### config.mk
export PLATFORM = sky130hd
export DESIGN_NAME = fifo_dma_engine
export DESIGN_NICKNAME = d
export VERILOG_FILES = /design/src/rtl/fifo_dma_engine.sv
export SDC_FILE = /design/constraint.sdc
export NUM_CORES = 1
export LEC_CHECK = 0
export BUFFER_PORTS_ARGS = -buffer_cell sky130_fd_sc_hd__clkbuf_2
export CELL_PAD_IN_SITES_DETAIL_PLACEMENT = 1
export CELL_PAD_IN_SITES_GLOBAL_PLACEMENT = 2
export CORE_MARGIN = 1
export CORE_UTILIZATION = 33
export CTS_CLUSTER_SIZE = 24
export DETAILED_ROUTE_END_ITERATION = 10
export PLACE_DENSITY_LB_ADDON = 0.1
export SYNTH_ARGS = -nofsm -noshare
export SYNTH_HDL_FRONTEND = slang
export SYNTH_SLANG_ARGS = --single-unit
### constraint.sdc
create_clock -name clk -period 3.5 [get_ports clk]
set_input_delay 0.525 -clock clk [delete_from_list [all_inputs] [get_ports clk]]
set_output_delay 0.525 -clock clk [all_outputs]
set_load 0.005 [all_outputs]
### src/rtl/fifo_dma_engine.sv
module fifo_dma_engine #(
  parameter int ADDR_W = 22,
  parameter int CNT_W  = 18
) (
  input  logic              clk,
  input  logic              rst_n,
  input  logic              cpu_wr,
  input  logic [1:0]        cpu_sel,
  input  logic [ADDR_W-1:0] cpu_wdata,
  input  logic              fifo_req,
  output logic              fifo_ack,
  output logic              hold_req,
  input  logic              hold_ack,
  output logic [ADDR_W-1:0] bus_addr,
  output logic              bus_strobe,
  output logic              bus_write,
  input  logic              bus_ready,
  output logic              done
);
  localparam logic [1:0] SEL_ADDR = 2'b01;
  localparam logic [1:0] SEL_CNT  = 2'b10;
  localparam logic [1:0] SEL_CTRL = 2'b11;
  localparam logic [ADDR_W-1:0] ASTEP = ADDR_W'(4);
  localparam logic [CNT_W-1:0]  CSTEP = CNT_W'(4);

  typedef enum logic [1:0] {S_IDLE, S_HOLD, S_XFER} st_t;

  st_t               st;
  logic [ADDR_W-1:0] addr_q;
  logic [CNT_W-1:0]  cnt_q;
  logic              en_q, dir_q;

  wire busy       = (st != S_IDLE);
  wire wr_ok      = cpu_wr && !busy;
  wire phase_done = (st == S_XFER) && bus_ready;
  wire last       = (cnt_q == CSTEP);

  assign hold_req   = busy;
  assign bus_strobe = (st == S_XFER);
  assign bus_write  = bus_strobe && dir_q;
  assign bus_addr   = addr_q;
  assign fifo_ack   = phase_done;
  assign done       = phase_done && last;

  always_ff @(posedge clk or negedge rst_n) begin
    if (!rst_n) begin
      st <= S_IDLE;
    end else begin
      case (st)
        S_IDLE: if (en_q && fifo_req && cnt_q != '0) st <= S_HOLD;
        S_HOLD: if (!fifo_req) st <= S_IDLE;
                else if (hold_ack) st <= S_XFER;
        S_XFER: if (bus_ready && (last || !fifo_req)) st <= S_IDLE;
        default: st <= S_IDLE;
      endcase
    end
  end

  always_ff @(posedge clk or negedge rst_n) begin
    if (!rst_n) begin
      addr_q <= '0;
      cnt_q  <= '0;
      en_q   <= 1'b0;
      dir_q  <= 1'b0;
    end else if (wr_ok) begin
      case (cpu_sel)
        SEL_ADDR: addr_q <= {cpu_wdata[ADDR_W-1:2], 2'b00};
        SEL_CNT:  cnt_q  <= {cpu_wdata[CNT_W-1:2], 2'b00};
        SEL_CTRL: begin
          en_q  <= cpu_wdata[0];
          dir_q <= cpu_wdata[1];
        end
        default: ;
      endcase
    end else if (phase_done) begin
      addr_q <= addr_q + ASTEP;
      cnt_q  <= cnt_q - CSTEP;
      if (last) en_q <= 1'b0;
    end
  end

  AST_STROBE_AFTER_ACK: assert property (@(posedge clk) disable iff (!rst_n)
    $rose(bus_strobe) |-> $past(hold_ack));
  AST_WAIT_READY: assert property (@(posedge clk) disable iff (!rst_n)
    bus_strobe && !bus_ready |=> bus_strobe && $stable(bus_addr));
  AST_ADDR_STEP: assert property (@(posedge clk) disable iff (!rst_n)
    phase_done |=> bus_addr == $past(bus_addr) + ASTEP);
  AST_DONE_RELEASE: assert property (@(posedge clk) disable iff (!rst_n)
    done |=> !hold_req);
  AST_NO_GAP: assert property (@(posedge clk) disable iff (!rst_n)
    phase_done && fifo_req && !done |=> bus_strobe && hold_req);
  AST_PAUSE: assert property (@(posedge clk) disable iff (!rst_n)
    phase_done && !fifo_req |=> !hold_req);
  AST_WR_IGNORED: assert property (@(posedge clk) disable iff (!rst_n)
    hold_req && cpu_wr && !phase_done |=> $stable(bus_addr));
  AST_ABORT: assert property (@(posedge clk) disable iff (!rst_n)
    hold_req && !bus_strobe && !fifo_req |=> !hold_req);
endmodule

======== Yosys cells after proc, flatten, opt, wreduce, memory -nomap -nowiden ========
Cells that the tools add are included.
storage, ports and cells
  register bits ........................... 44
  input bits .............................. 30
  output and inout bits ................... 27
  logic and storage cells ................. 54
operators by class
  add/sub/neg operators ................... 2
  equal/unequal tests ..................... 12
  mux-type cells .......................... 15
  reductions and logical operators ........ 20
operators with widths
  cell                                                                      number
  22-bit two-way mux                                                        3
  18-bit two-way mux                                                        3
  22-bit by 3-bit adder with 22-bit output (second input constant)          1
  18-bit by 3-bit equality test with 1-bit output (second input constant)   1
  18-bit nonzero test                                                       1
  18-bit by 3-bit subtractor with 18-bit output (second input constant)     1
  2-bit two-way mux                                                         4
  2-bit by 1-bit inequality test with 1-bit output (second input constant)  4
  1-bit logical AND                                                         7
  2-bit equality test (second input constant)                               3
  2-bit case mux with 3 select lines                                        1
  2-bit AND reduction                                                       3
  3-bit AND reduction                                                       2
  2-bit nonzero test                                                        3
  2-bit by 1-bit equality test with 1-bit output (second input constant)    2
  1-bit two-way mux                                                         4
  3-bit inequality test (second input constant)                             1
  1-bit logical NOT                                                         2
  2-bit logical NOT                                                         1
  2-bit inequality test (second input constant)                             1
  1-bit logical OR                                                          1

======== Longest topological paths before layout ========
Gate-level depths: netlist of the first run.
  depth in word-level cells ............... 5
  gate-level depth with buffers ........... 8
  gate-level depth less buffers ........... 7

======== Worst setup path after synthesis of the first run ========
OpenSTA, ideal clock, no wires.
  kind .................................... reg-to-output
  start point ............................. reg cnt_q[10]
  end point ............................... out done
  data arrival time ....................... 1.314 ns
  required time ........................... 2.975 ns
  setup slack ............................. 1.661 ns
  stages on the path, launching flop included .. 5
  path buffers ............................ 0
  cells stage by stage .................... dfrtp_1 > nor3_1 > and4b_1 > nand3_1 > nor2_1
on the way
  cells in the longest elaborated chain, start to end .. 2
ends and longest elaborated chain
  item                                             RTL line  source
  from (decl)                                      30        logic [CNT_W-1:0] cnt_q;
  from (signal assigned)                           68        SEL_CNT: cnt_q <= {cpu_wdata[CNT_W-1:2], 2'b00};
  from (signal assigned)                           77        cnt_q <= cnt_q - CSTEP;
  18-bit by 3-bit equality test with 1-bit output  36        wire last = (cnt_q == CSTEP);
  1-bit logical AND                                43        assign done = phase_done && last;
  to (decl)                                        18        output logic done
Every way passes these cells.

======== Worst setup path after layout of the first run ========
Ends and elaborated chain as after synthesis.

==> results.yml, run 1 <==
route:
  dr.pass1.iters: 5
  wirelength_mm: 8.053
  post-route-drc-count: 0
  vias_per_cell: 5.548
  drt-initial-drc-count: 83
  drtAntennaViolNets: 0
  route.vias.total: 2491
  post_drt_wl_per_cell_um: 17.94
worst_setup_path:
  reg2reg_depth: 4
  cp.arrival_ns: 2.06
  start_kind: "register"
  r2r-end: "bus_addr[17]$_DFFE_PN0P_"
  cp-end-kind: "output pin"
  slowest_delay_ns: 0.55
  crit_fanout: 6
  rrSetupSlack_ns: 1.27
  crit_slowest_cell: "nor3_1"
  worstPathRequired_ns: 2.97
  endpoint: "done"
  crit_path_start: "cnt_q[10]$_DFFE_PN0P_"
  path_class: "register to output pin"
  crit_chain: "nor3_1, and4b_1, nand3_1, nor2_1, clkbuf_2"
  rr_startpoint: "st[0]$_DFFE_PN0P_"
sta:
  setup_viol_count_final: 0
  fin_setup_tns_ns: 0
  hold_viol: 0
  min_period_ns: 2.589
  timing.fmax_ghz: 0.3862
  maxSlewViolCount: 0
  worst_clock_skew_ns: 0.009839
  period_share_pct: 73.98
  slew_headroom_pct: 28.45
  worst_slew_pin_slew_ns: 1.073
  rsz0062_at_grt: "no"
grt:
  track_usage_pct: 21.71
  grt-ovfl-total: 0
  antenna_found_initial: 0
  grt_pass1_wl_mm: 12.72
  grt_max_degree: 54
  grt_pass1_vias: 2344
yosys:
  synth_edf_count: 0
  ys_warn_count: 0
  async_reset_ff_share_pct: 100.0
  synth.top_cell.area_share_pct: 40.51
  synth_ff_type: "dfrtp_1"
  synth_area_sq_um: 2471
  syn_area_per_cell_sq_um: 8.183
  postSynthRegisterBits: 40
  synth_seq_area_share_pct: 40.51
  syn_inst: 302
  synthTopCellsByArea: "dfrtp_1 41%, a21oi_1 7.5%, nor2_1 6.1%"
  yosysTopAreaCell: "dfrtp_1"
  synth_cell_type_count: 51
die:
  io_pins: 57
  die_h_um: 88.54
  core-area_sq_um: 7253
  die_w_um: 88.54
  start_util_pct: 34.07
  num_rows: 31
  die_area_sq_um: 7838
layout:
  fin_cells: 449
  layout_commonest_cell: "clkbuf_2"
  n_antenna_cell: 0
  fillers: 921
  area_growth_syn_to_layout_pct: 17.42
  fin_nets: 383
  drive_gt1_share_pct: 20.86
  final_cell_mix: "54 x clkbuf_2, 40 x nor2_1, 40 x dfrtp_1"
pwr:
  p_leak_nw: 1.228
  ir_drop_mv: 0.2506
  power_density_nw_per_um2: 793.4
placement:
  place.port_buffers: 54
  place_hpwl_mm: 5.817
  dpl.cell_count: 441
  gp_congestion: 0.8038
clocking:
  root_buffer: "clkbuf_8"
  cts_setup_buffers: 0
  cts.htree.levels: 2
  path_clk_slew_ns: 0.08
  clk_latency_ns: 0.30
  clk_path_buf_depth: 2
  cts_tree: "built"
  ctsResizeCount: 0
  numCtsBuffers: 5
  ctsHoldBuffers: 0
  clock-sinks: 40
run_status:
  status: "complete, no violations"
flow_run:
  maxCapViolCount: 0
worst_hold_path:
  hold_class: "input pin to asynchronous set/reset pin"
[report_power, final]
part	internal [mW]	leakage (nW)	switching, mW
registers	0.685	0.468	0.289
clock network	0.161	0.0455	0.170
logic	0.419	0.715	0.577
[critical path: cells and delay by family, from the launching register on]
kind                   cells  cell delay (ns)
AND/OR/NAND/NOR            4             1.21
buffers and inverters      1             0.13
flip-flops                 1             0.43
[synth_stat cells, types with 4 or more instances]
master     number
nand3_1        15
nand2_1        27
o22a_1          5
dfrtp_1        40
nand4_1         4
ha_1            4
a21oi_1        37
buf_2           6
a2bb2oi_1       6
nor3_1         10
a31oi_1         9
a22oi_1         4
o21ai_0        21
nor2_1         40
o22ai_1         9
inv_1           9
clkbuf_1       10
[area by class of cell]
cell class | count | area [sq um] | area share (%)
Sequential cell | 40 | 1001 | 34.50
Clock buffer | 8 | 90.09 | 3.105
Multi-Input combinational cell | 235 | 1353 | 46.62
Tap cell | 99 | 123.9 | 4.269
Inverter | 9 | 33.78 | 1.164
Timing Repair Buffer | 58 | 300.3 | 10.35
[cells by family after synthesis]
kind of cell             share of synthesized area (%)
other                                           0.1518
adder cells (fa/ha/maj)                          2.025
flip-flops                                       40.51
buffers and inverters                            5.164
AND/OR/NAND/NOR                                  23.29
multiplexers                                     1.266
AO/OA/AOI/OAI                                    27.60
[registers in the layout, indices dropped and copies added, names as in the netlist]
| register | count |
|---|---|
| bus_addr | 20 |
| cnt_q | 16 |
| en_q | 1 |
| st | 2 |
| dir_q | 1 |
[stage by stage]
| step | hold slack (ns) | util [%] | power (mW) | area, sq um | setup slack (ns) |
|---|---|---|---|---|---|
| 2_1_floorplan | 0.2294 | - | 1.578 | 2475 | 1.661 |
| 3_3_place_gp | 0.4879 | 38.76 | 1.955 | 2811 | 1.255 |
| 3_5_place_dp | 0.4904 | 38.76 | 1.981 | 2811 | 1.209 |
| 4_1_cts | 0.2919 | 40.00 | 2.320 | 2902 | 0.8842 |
| 5_1_grt | 0.3107 | 40.00 | 2.506 | 2902 | 0.7042 |
| 6_report | 0.2599 | 40.00 | 2.302 | 2902 | 0.9108 |
[worst min-delay path by stage]
stage                                           to  slack [ns]         startpoint  cells after the start
final                         cnt_q[4]$_DFFE_PN0P_        0.26              rst_n                      1
after global routing          cnt_q[5]$_DFFE_PN0P_        0.31              rst_n                      1
after CTS                     cnt_q[5]$_DFFE_PN0P_        0.29              rst_n                      1
after global placement           dir_q$_DFFE_PN0P_        0.49  dir_q$_DFFE_PN0P_                      1
after detailed placement         dir_q$_DFFE_PN0P_        0.49  dir_q$_DFFE_PN0P_                      1
after floorplan           bus_addr[10]$_DFFE_PN0P_        0.23              rst_n                      0
[per-layer routing]
metal	track usage, %	routed length, um	up-vias
met1	31.50	4030	1236
met5	0	0	-
li1	-	-	1205
met3	3.451	197	11
met2	33.78	3700	39
met4	5.279	124	0
Note: power is estimated with default switching activity, not from simulation.
==> run 2, diff against run 1 <==
Settings changed: CORE_UTILIZATION 33 to 31.
Clock period 3.5 ns to 2.45 ns, I/O delays scaled along.
==> run 2 against run 1 <==
Net effect: sequential power increased by 41%; hold slack worse by 0.23 ns; combinational power grew 49%; first-iteration DRC count decreased by 1.2%; die area grew 6.3%; via count increased by 2.2%; wire length grew 2.8%; final cell count increased by 2.7%; critical path depth is the same; critical endpoint unchanged.
==> results.yml, run 2 (same netlist as run 1, synthesis figures left out) <==
route:
  post-route-drc-count: 0
  vias_per_cell: 5.525
  route.vias.total: 2547
  dr.pass1.iters: 4
  drtAntennaViolNets: 0
  wirelength_mm: 8.281
  drt-initial-drc-count: 82
  post_drt_wl_per_cell_um: 17.96
pwr:
  power.internal_mw: 1.850
  p_leak_nw: 1.276
  sw_frac_of_total_pct: 44.65
  ir_drop_mv: 0.3740
  switching_power_mw: 1.492
  comb_power_share_pct: 44.6
  pwr-share-seq_pct: 41.0
  pwr-share-clk_pct: 14.4
  power_density_nw_per_um2: 1121
grt:
  track_usage_pct: 21.54
  grt_max_degree: 36
  grt_pass1_vias: 2605
  antenna_found_initial: 0
  grt-ovfl-total: 0
  grt_pass1_wl_mm: 13.88
clocking:
  ctsHoldBuffers: 0
  cts.htree.levels: 2
  ctsResizeCount: 0
  cts_setup_buffers: 0
  path_clk_slew_ns: 0.09
  root_buffer: "clkbuf_8"
  clock-sinks: 40
  cts_tree: "built"
  numCtsBuffers: 5
  clk_latency_ns: 0.30
  clk_path_buf_depth: 2
die:
  core-area_sq_um: 7727
  io_pins: 57
  num_rows: 32
  die_h_um: 91.28
  start_util_pct: 31.98
  die_w_um: 91.28
  die_area_sq_um: 8332
sta:
  slew_headroom_pct: 54.17
  worst_clock_skew_ns: 0.009229
  period_share_pct: 92.36
  fin_setup_tns_ns: 0
  timing.fmax_ghz: 0.4419
  worst_slew_pin_slew_ns: 0.6875
  rsz0062_at_grt: "no"
  maxSlewViolCount: 0
  setup_viol_count_final: 0
  hold_viol: 0
  min_period_ns: 2.263
layout:
  drive_gt1_share_pct: 23.40
  largest_register_ffs: 20
  layout_commonest_cell: "clkbuf_2"
  area_growth_syn_to_layout_pct: 20.71
  fin_cells: 461
  fin_nets: 392
  final_cell_mix: "54 x clkbuf_2, 40 x nor2_1, 40 x dfrtp_1"
  n_antenna_cell: 0
  utilization_pct: 38.60
flow_run:
  maxCapViolCount: 0
run_status:
  status: "complete, no violations"
worst_setup_path:
  worstPathRequired_ns: 2.08
  crit_family: "simple AND/OR/NAND/NOR gates"
  crit_slowest_cell: "dfrtp_1"
  cp.arrival_ns: 1.90
  cp-end-kind: "output pin"
  path_buf_inv: 1
  slowest_delay_ns: 0.43
  path_class: "register to output pin"
  start_kind: "register"
  crit_chain: "nor3_1, and4b_1, nand3_1, nor2_1, clkbuf_2"
  crit_fanout: 5
placement:
  place_hpwl_mm: 6.065
  gp_congestion: 0.8238
  place.port_buffers: 54
  dpl.cell_count: 453
worst_hold_path:
  hold_class: "input pin to asynchronous set/reset pin"
-- run 2: cell count changes in the layout (fill, tap and decap cells not counted), sizes merged --
cell  previous run  this run
buf              4        13
-- run 2: layout make-up --
| type | instances | area, sq um |
|---|---|---|
| fill | 941 | 4745 |
| multi-input combinational | 235 | 1363 |
| sequential | 40 | 1001 |
| timing repair buffer | 67 | 367.9 |
| tap | 102 | 127.6 |
| clock buffer | 8 | 90.09 |
| inverter | 9 | 33.78 |
-- run 2: routing by layer --
metal	GRT usage [%]	routed length (um)
met3	3.685	174
met2	34.91	3872
met1	30.27	4168
met4	4.101	65
met5	0	0
-- run 2: worst paths after layout --
| check | startpoint | end | slack, ns | cells after the start |
|---|---|---|---|---|
| max in group asynchronous | rst_n | bus_addr[13]$_DFFE_PN0P_ | 1.83 | 2 |
| max | cnt_q[10]$_DFFE_PN0P_ | done | 0.19 | 5 |
| min in group clk | cpu_wdata[1] | dir_q$_DFFE_PN0P_ | 0.30 | 2 |
| min reg2reg | dir_q$_DFFE_PN0P_ | dir_q$_DFFE_PN0P_ | 0.51 | 1 |
| min | rst_n | cnt_q[2]$_DFFE_PN0P_ | 0.03 | 1 |
| max reg2reg | cnt_q[2]$_DFFE_PN0P_ | cnt_q[15]$_DFFE_PN0P_ | 0.48 | 5 |
-- run 2: metrics by stage --
step	instance area, sq um	hold slack, ns	power (mW)	setup WS, ns
after CTS	2977	0.03793	3.368	0.09767
after detailed placement	2887	0.3730	2.879	0.4376
final	2983	0.02692	3.343	0.1871
after floorplan	2475	0.07191	2.255	0.6269
after global routing	2983	0.05562	3.647	0.003826
after global placement	2887	0.3897	2.853	0.4724
-- run 2: worst register-to-register path: cells and delay by family (launching register included) --
kind,cells,cell delay (ns)
and+or+nand+nor,2,0.89
DFF,1,0.44
AOI/OAI and AO/OA,3,0.50
-- run 2: power by group through the flow --
stage	logic, mW	clock network (mW)	registers, mW
2_1_floorplan	0.985	0	1.27
3_3_place_gp	1.48	0	1.37
3_5_place_dp	1.50	0	1.38
4_1_cts	1.51	0.499	1.36
5_1_grt	1.69	0.522	1.44
6_report	1.49	0.480	1.37
==> run 3, diff against run 2 <==
Settings changed: CORE_ASPECT_RATIO set to 0.6, TNS_END_PERCENT set to 1.
==> run 3 against run 2 <==
Net effect: combinational power increased by 3%; final cell count increased by 0.43%; core utilization increased by 2.0 points; setup slack improved by 0.067 ns; design area increased by 1.8%; die area increased by 0.15%; critical path depth unchanged; largest power group unchanged.
==> results.yml, run 3 (same netlist as run 1, synthesis figures left out) <==
layout:
  fillers: 915
  final_cell_mix: "54 x clkbuf_2, 40 x nor2_1, 40 x dfrtp_1"
  n_antenna_cell: 0
  area_growth_syn_to_layout_pct: 22.84
  fin_cells: 463
  largest_register_ffs: 20
  drive_gt1_share_pct: 23.12
  utilization_pct: 40.60
  layout_commonest_cell: "clkbuf_2"
  fin_area_sq_um: 3035
  fin_nets: 392
die:
  io_pins: 57
  die_area_sq_um: 8345
  start_util_pct: 33.05
  num_rows: 24
  die_w_um: 117.3
  die_h_um: 71.16
  core-area_sq_um: 7477
worst_setup_path:
  cp-end-kind: "output pin"
  cp.arrival_ns: 1.83
  slowest_delay_ns: 0.43
  path_class: "register to output pin"
  crit_slowest_cell: "dfrtp_1"
  start_kind: "register"
  worstPathRequired_ns: 2.08
  crit_chain: "nor2_1, nor4b_1, nand3_1, nor2_1, clkbuf_2"
  path_common_cell: "nor2_1"
  crit_fanout: 6
pwr:
  pwr-share-clk_pct: 18.8
  sw_frac_of_total_pct: 43.01
  p_leak_nw: 1.300
  ir_drop_mv: 0.4228
  comb_power_share_pct: 42.9
  p_total_mw: 3.575
  pwr-share-seq_pct: 38.3
  switching_power_mw: 1.538
  power_density_nw_per_um2: 1178
  power.internal_mw: 2.037
sta:
  fin_ws_ns: 0.2539
  fin_setup_tns_ns: 0
  worst_clock_skew_ns: 0.005191
  min_period_ns: 2.196
  slew_headroom_pct: 51.79
  setup_viol_count_final: 0
  worst_slew_pin_slew_ns: 0.7231
  period_share_pct: 89.64
  hold-worst-slack_ns: 0.1689
  timing.fmax_ghz: 0.4553
  hold_viol: 0
  rsz0062_at_grt: "no"
  maxSlewViolCount: 0
route:
  wirelength_mm: 8.478
  dr.pass1.iters: 4
  vias_per_cell: 5.501
  post-route-drc-count: 0
  drt-initial-drc-count: 134
  drtAntennaViolNets: 0
  post_drt_wl_per_cell_um: 18.31
  route.vias.total: 2547
clocking:
  ctsHoldBuffers: 0
  path_clk_slew_ns: 0.06
  root_buffer: "clkbuf_16"
  cts.htree.levels: 2
  clk_latency_ns: 0.28
  clock-sinks: 40
  numCtsBuffers: 5
  ctsResizeCount: 0
  clk_path_buf_depth: 2
  cts_setup_buffers: 0
  cts_tree: "built"
grt:
  grt_max_degree: 41
  grt_pass1_wl_mm: 13.61
  grt_pass1_vias: 2507
  grt-ovfl-total: 0
  track_usage_pct: 22.16
  antenna_found_initial: 0
worst_hold_path:
  hold_class: "input pin to asynchronous set/reset pin"
placement:
  gp_congestion: 0.8012
  place.port_buffers: 54
  place_ws_ns: 0.4078
  place_area_sq_um: 2889
  place_hpwl_mm: 6.169
  dpl.cell_count: 455
run_status:
  status: "complete, no violations"
flow_run:
  maxCapViolCount: 0
[run 3: power by group through the flow]
stage	clock, mW	sequential, mW	combinational, mW
after floorplan	0	1.27	0.985
final	0.671	1.37	1.53
after detailed placement	0	1.38	1.54
after CTS	0.698	1.37	1.55
after global placement	0	1.36	1.50
after global routing	0.724	1.42	1.75
[run 3: final cells by class]
cell class / count / area [sq um] / area share [%]
timing repair buffer: 67 / 367.9 / 12.12
clock buffer: 8 / 146.4 / 4.823
tap: 104 / 130.1 / 4.287
multi-input combinational: 235 / 1356 / 44.68
sequential: 40 / 1001 / 32.98
inverter: 9 / 33.78 / 1.113
[run 3: routing by layer]
layer	part of all wire (%)	GRT usage, %	vias up	wire [um]
met5	0	0	-	0
met2	43	33.53	53	3668
li1	-	-	1230	-
met3	4.0	4.713	5	336
met4	0.57	4.360	0	48
met1	52	32.44	1259	4425
[run 3: worst max-delay path: cells and delay by family (launching register included)]
family | cells | cell delay [ns]
buffers and inverters | 1 | 0.13
AND/OR/NAND/NOR | 4 | 0.97
flip-flops | 1 | 0.43
[run 3: final timing paths]
check                                       from                        to  slack, ns  cells after the start
max                         cnt_q[6]$_DFFE_PN0P_                      done       0.25                      5
min                                        rst_n      cnt_q[9]$_DFFE_PN0P_       0.17                      2
max reg2reg                    st[1]$_DFFE_PN0P_  bus_addr[14]$_DFFE_PN0P_       0.41                      5
min reg2reg                cnt_q[15]$_DFFE_PN0P_     cnt_q[15]$_DFFE_PN0P_       0.51                      2
max in group asynchronous                  rst_n   bus_addr[6]$_DFFE_PN0P_       1.89                      2
min in group clk                    cpu_wdata[1]         dir_q$_DFFE_PN0P_       0.32                      2
